===== src/rtl/route_pkg.sv =====
package route_pkg;

  typedef enum logic [2:0] {
    DIR_LOCAL    = 3'd0,
    DIR_UP       = 3'd1,
    DIR_DOWN     = 3'd2,
    DIR_STRAIGHT = 3'd3,
    DIR_CROSS    = 3'd4
  } route_dir_t;

  // strobes from control to datapath
  typedef struct packed {
    logic load;
  } route_strb_t;

endpackage


===== src/rtl/route_ctrl.sv =====
module route_ctrl
  import route_pkg::*;
(
  input  logic        clk,
  input  logic        rstN,
  input  logic        reqValid,
  input  logic        rspReady,
  output logic        reqReady,
  output logic        rspValid,
  output route_strb_t strb
);

  logic validQ;

  assign reqReady  = !validQ || rspReady;
  assign strb.load = reqValid && reqReady;
  assign rspValid  = validQ;

  always_ff @(posedge clk or negedge rstN) begin
    if (!rstN) begin
      validQ <= 1'b0;
    end else if (strb.load) begin
      validQ <= 1'b1;
    end else if (rspReady) begin
      validQ <= 1'b0;
    end
  end

  assert_accept_R7: assert property (@(posedge clk) disable iff (!rstN)
    (reqValid && reqReady) |=> rspValid);

  assert_ready_empty_R7: assert property (@(posedge clk) disable iff (!rstN)
    !rspValid |-> reqReady);

  assert_stall_blocks_R8: assert property (@(posedge clk) disable iff (!rstN)
    (rspValid && !rspReady) |-> !reqReady);

endmodule


===== src/rtl/route_datapath.sv =====
module route_datapath
  import route_pkg::*;
#(
  parameter int DIGITS  = 4,
  parameter int DIGIT_W = 1,
  localparam int ADDR_W = DIGITS * DIGIT_W,
  localparam int LVL_W  = $clog2(ADDR_W + 1)
) (
  input  logic              clk,
  input  logic              rstN,
  input  route_strb_t       strb,
  input  logic [ADDR_W-1:0] reqSrc,
  input  logic [ADDR_W-1:0] reqDst,
  input  logic [LVL_W-1:0]  reqLevel,
  input  logic              reqMode,
  output route_dir_t        rspDir,
  output logic [DIGIT_W-1:0] rspPort,
  output logic [LVL_W-1:0]  rspTurn
);

  logic [ADDR_W-1:0] relAddr;
  logic [DIGITS-1:0] digitHit;
  logic [LVL_W-1:0]  turnLvl;
  int                lvlInt;
  int                treeLvl;
  int                bflyStage;
  logic              crossBit;
  logic [DIGIT_W-1:0] downPort;
  route_dir_t        nextDir;
  logic [DIGIT_W-1:0] nextPort;
  logic [LVL_W-1:0]  nextTurn;

  assign relAddr = reqSrc ^ reqDst;

  // one nonzero flag per radix digit
  for (genvar d = 0; d < DIGITS; d++) begin : gDigit
    assign digitHit[d] = |relAddr[d*DIGIT_W +: DIGIT_W];
  end

  // leading-digit detector: highest flagged digit wins
  always_comb begin
    turnLvl = '0;
    for (int d = 0; d < DIGITS; d++) begin
      if (digitHit[d]) turnLvl = LVL_W'(d + 1);
    end
  end

  always_comb begin
    lvlInt    = int'(reqLevel);
    treeLvl   = (lvlInt > DIGITS) ? DIGITS : lvlInt;
    bflyStage = (lvlInt >= ADDR_W) ? (ADDR_W - 1) : lvlInt;
  end

  // destination digit for the current descent level
  always_comb begin
    downPort = '0;
    for (int d = 0; d < DIGITS; d++) begin
      if (d == treeLvl - 1) downPort = reqDst[d*DIGIT_W +: DIGIT_W];
    end
  end

  always_comb begin
    crossBit = 1'b0;
    for (int b = 0; b < ADDR_W; b++) begin
      if (b == bflyStage) crossBit = relAddr[b];
    end
  end

  always_comb begin
    nextDir  = DIR_LOCAL;
    nextPort = '0;
    nextTurn = '0;
    if (reqMode) begin
      nextDir = crossBit ? DIR_CROSS : DIR_STRAIGHT;
    end else begin
      nextTurn = turnLvl;
      if (turnLvl == '0) begin
        nextDir = DIR_LOCAL;
      end else if (treeLvl < int'(turnLvl)) begin
        nextDir = DIR_UP;
      end else begin
        nextDir  = DIR_DOWN;
        nextPort = downPort;
      end
    end
  end

  always_ff @(posedge clk or negedge rstN) begin
    if (!rstN) begin
      rspDir  <= DIR_LOCAL;
      rspPort <= '0;
      rspTurn <= '0;
    end else if (strb.load) begin
      rspDir  <= nextDir;
      rspPort <= nextPort;
      rspTurn <= nextTurn;
    end
  end

  assert_port_idle_R3: assert property (@(posedge clk) disable iff (!rstN)
    (rspDir != DIR_DOWN) |-> (rspPort == '0));

  assert_local_turn_R4: assert property (@(posedge clk) disable iff (!rstN)
    (rspDir == DIR_LOCAL) |-> (rspTurn == '0));

endmodule


===== src/rtl/route_unit.sv =====
module route_unit
  import route_pkg::*;
#(
  parameter int DIGITS  = 4,
  parameter int DIGIT_W = 1,
  localparam int ADDR_W = DIGITS * DIGIT_W,
  localparam int LVL_W  = $clog2(ADDR_W + 1)
) (
  input  logic               clk,
  input  logic               rstN,
  input  logic               reqValid,
  output logic               reqReady,
  input  logic [ADDR_W-1:0]  reqSrc,
  input  logic [ADDR_W-1:0]  reqDst,
  input  logic [LVL_W-1:0]   reqLevel,
  input  logic               reqMode,
  output logic               rspValid,
  input  logic               rspReady,
  output logic [2:0]         rspDir,
  output logic [DIGIT_W-1:0] rspPort,
  output logic [LVL_W-1:0]   rspTurn
);

  route_strb_t strb;
  route_dir_t  dirQ;

  route_ctrl uCtrl (
    .clk      (clk),
    .rstN     (rstN),
    .reqValid (reqValid),
    .rspReady (rspReady),
    .reqReady (reqReady),
    .rspValid (rspValid),
    .strb     (strb)
  );

  route_datapath #(.DIGITS(DIGITS), .DIGIT_W(DIGIT_W)) uData (
    .clk      (clk),
    .rstN     (rstN),
    .strb     (strb),
    .reqSrc   (reqSrc),
    .reqDst   (reqDst),
    .reqLevel (reqLevel),
    .reqMode  (reqMode),
    .rspDir   (dirQ),
    .rspPort  (rspPort),
    .rspTurn  (rspTurn)
  );

  assign rspDir = dirQ;

  assert_hold_R8: assert property (@(posedge clk) disable iff (!rstN)
    (rspValid && !rspReady) |=>
      (rspValid && $stable(rspDir) && $stable(rspPort) && $stable(rspTurn)));

endmodule


===== config.mk =====
export PLATFORM = sky130hd
export DESIGN_NAME = route_unit
export DESIGN_NICKNAME = d
export VERILOG_FILES = /design/src/rtl/route_pkg.sv /design/src/rtl/route_ctrl.sv /design/src/rtl/route_datapath.sv /design/src/rtl/route_unit.sv
export SDC_FILE = /design/constraint.sdc
export NUM_CORES = 1
export LEC_CHECK = 0
export ABC_AREA = 1
export BUFFER_PORTS_ARGS = -buffer_cell sky130_fd_sc_hd__buf_2
export CAP_MARGIN = 10
export CORE_UTILIZATION = 45
export DETAILED_ROUTE_END_ITERATION = 7
export GPL_TIMING_DRIVEN = 0
export PLACE_DENSITY = 0.75
export SYNTH_ARGS = -nofsm -noshare
export SYNTH_HDL_FRONTEND = slang
export SYNTH_SLANG_ARGS = --single-unit

===== constraint.sdc =====
create_clock -name clk -period 3.17 [get_ports clk]
set_clock_uncertainty 0.05 [all_clocks]
set_input_delay 0.7925 -clock clk [delete_from_list [all_inputs] [get_ports clk]]
set_output_delay 0.7925 -clock clk [all_outputs]
set_load 0.005 [all_outputs]

==> reports/metrics.cfg <==
[global_route]
antenna_found_initial = 0
first_global_vias = 567
grt_pass1_wl_um = 2228
grt_max_degree = 9
grt_overflow = 0
grt_use_total_pct = 21.80

[synth]
ys.flop_type = dfrtp_1
synth_compound_area_share_pct = 13.68
yosysUniqueCellTypes = 18
yosys_warnings = 0
synth_area_um2 = 621.8
synth_edf_count = 0
synth_fp_nets = 112
synthXorXnorAreaFrac_pct = 2.616
yosysSeqAreaShare_pct = 32.19
synth_seq_cells = 8
yosysTopAreaCell = dfrtp_1
yosys.area_share.simple_pct = 34.61
synth_async_sr_flop_share_pct = 100.0
synthTopCellsByArea = dfrtp_1 32%, nand2_1 18%, inv_1 10%, ha_1 6.0%, nand3_1 5.6%
synth_fa_ha_area_share_pct = 6.036
syn_inst = 93
synth_top_area_share_pct = 32.19
syn_area_per_cell_um2 = 6.687
synth_top_family_by_area = simple AND/OR/NAND/NOR gates
synth.area.mux_share_pct = 0

[pwr]
powerDensity_nw_per_um2 = 375.9
cellLeakagePower_nw = 0.4659
ir_drop_v = 0.0002104

[cells_and_area]
multi_input_area_um2 = 354.1
n_antenna_cell = 0
seqCellArea_um2 = 200.2
final_cell_mix = 30 x nand2_1, 24 x buf_2, 17 x inv_1
fin_area_um2 = 783.3
syn_to_final_growth_pct = 25.96
finalNetCount = 141
final_common_cell = nand2_1
n_fill_cell = 118
drive_gt1_share_pct = 29.17

[sta]
worst_slew_pin_slew_ns = 0.3998
finalCriticalPeriod_ns = 2.029
fin_setup_tns_ns = 0
worst_slack_ns = 1.141
maxSlewViolCount = 0
hold_viol = 0
rsz0062_at_grt = no
setup_viol = 0
max_freq_mhz = 492.9
max_slew_margin_pct = 73.22
period_share_pct = 63.99

[drt]
first_pass_iters = 6
ant_nets = 0
wirelength_um = 1264
wl_per_cell_um = 9.363
drc = 2
drt-initial-drc-count = 21
vias = 669
viasPerCell = 4.956

[clock_tree]
clkSinkCount = 8
postCtsSetupBuffers = 0
cts_max_level = 1
cts_buffers = 3
cts_tree = built
ctsHoldBuffers = 0
clock_latency_ns = 0.25
clk_path_buf_depth = 2
clock_tree.root_cell = clkbuf_4
cts_resized = 0
clkTransAtPathRegs_ns = 0.05

[place]
hpwl_um = 1075
place_congestion = 0.7588
placed_area_um2 = 760.7
port_buffers = 24
dp_slack_ns = 0.9342

[die]
die_x_um = 39.18
core_um2 = 1285
die_h_um = 39.18
pin_count = 25
row_count = 13
die-area_um2 = 1535
initial_core_util_pct = 48.39

[worst_setup_path]
critical_path_arrival_ns = 1.19
cp-start-kind = input port
cp_max_fo = 2
end_kind = output port
worstPathRequired_ns = 2.33
path_class = in2out

[status]
violations = design-rule violations
status = finished with violations

[worst_hold_path]
worstHoldPathType = in2async

[job]
drv_cap = 0

## Yosys cell counts (2+ instances only)
| cell type | count |
|---|---|
| a21oi_1 | 3 |
| nor2_1 | 8 |
| nand2_2 | 3 |
| nand3_1 | 7 |
| a21oi_2 | 2 |
| nand2_1 | 30 |
| o21ai_0 | 4 |
| inv_1 | 17 |
| ha_1 | 3 |
| dfrtp_1 | 8 |
## sequential cells by signal, summed over array words and instances, names as in the netlist
signal          cells
uData.rspPort       1
uData.rspTurn       3
uCtrl.rspValid      1
uData.rspDir        3
## layout make-up
type                            instances  share of cell area (%)
Timing Repair Buffer                   24                   15.34
Clock buffer                            3                   2.875
Sequential cell                         8                   25.56
Inverter                               17                   8.147
Multi-Input combinational cell         67                   45.21
Buffer                                  1                  0.4792
Tap cell                               15                   2.396
## critical path: stages
cell and delay [ns]:
buf_2 0.09, inv_1 0.09, nand2_1 0.08, buf_2 0.13
## stage by stage
step | hold WS [ns] | total power [W] | std cells | util (%)
3_3_place_gp | 0.4162 | 0.0002173 | 132 | 59.20
4_1_cts | 0.3184 | 0.0002982 | 135 | 60.95
6_report | 0.3195 | 0.0002944 | 135 | 60.95
5_1_grt | 0.3141 | 0.0003252 | 135 | 60.95
2_1_floorplan | 0.4226 | 0.0001826 | 93 | -
3_5_place_dp | 0.4197 | 0.0002209 | 132 | 59.20
## routing by layer
metal  track usage [%]  part of all wire, %
met1             24.48                   44
met2             37.92                   51
met3             10.40                  5.5
met4             2.586                    0
met5                 0                    0
## final timing paths
path / from / to / slack [ns] / cells after the start
setup / recovery: rspReady / reqReady / 1.14 / 4
hold / removal: rstN / uCtrl.rspValid / 0.32 / 1
setup reg to reg: uCtrl.rspValid / uData.rspDir[1] / 1.75 / 6
hold reg to reg: uData.rspPort / uData.rspPort / 0.43 / 2
max in group asynchronous: rstN / uData.rspDir[0] / 2.59 / 1
min in group clk: uData.rspPort / uData.rspPort / 0.43 / 2
## kinds of logic (layout without fill, tap and decap cells)
logic type,after synthesis,count (layout)
compound gates,12,12
xor+xnor,1,1
fa+ha+maj,3,3
buf+inv,18,45
flops,8,8
simple gates,51,51
## report_power, final
group          total [W]  switching [W]  internal [W]
clock          0.0000759      0.0000327     0.0000432
sequential      0.000123     0.00000704      0.000116
combinational  0.0000960      0.0000544     0.0000417
total           0.000294      0.0000941      0.000200
Note: power is estimated with default switching activity, not from simulation.
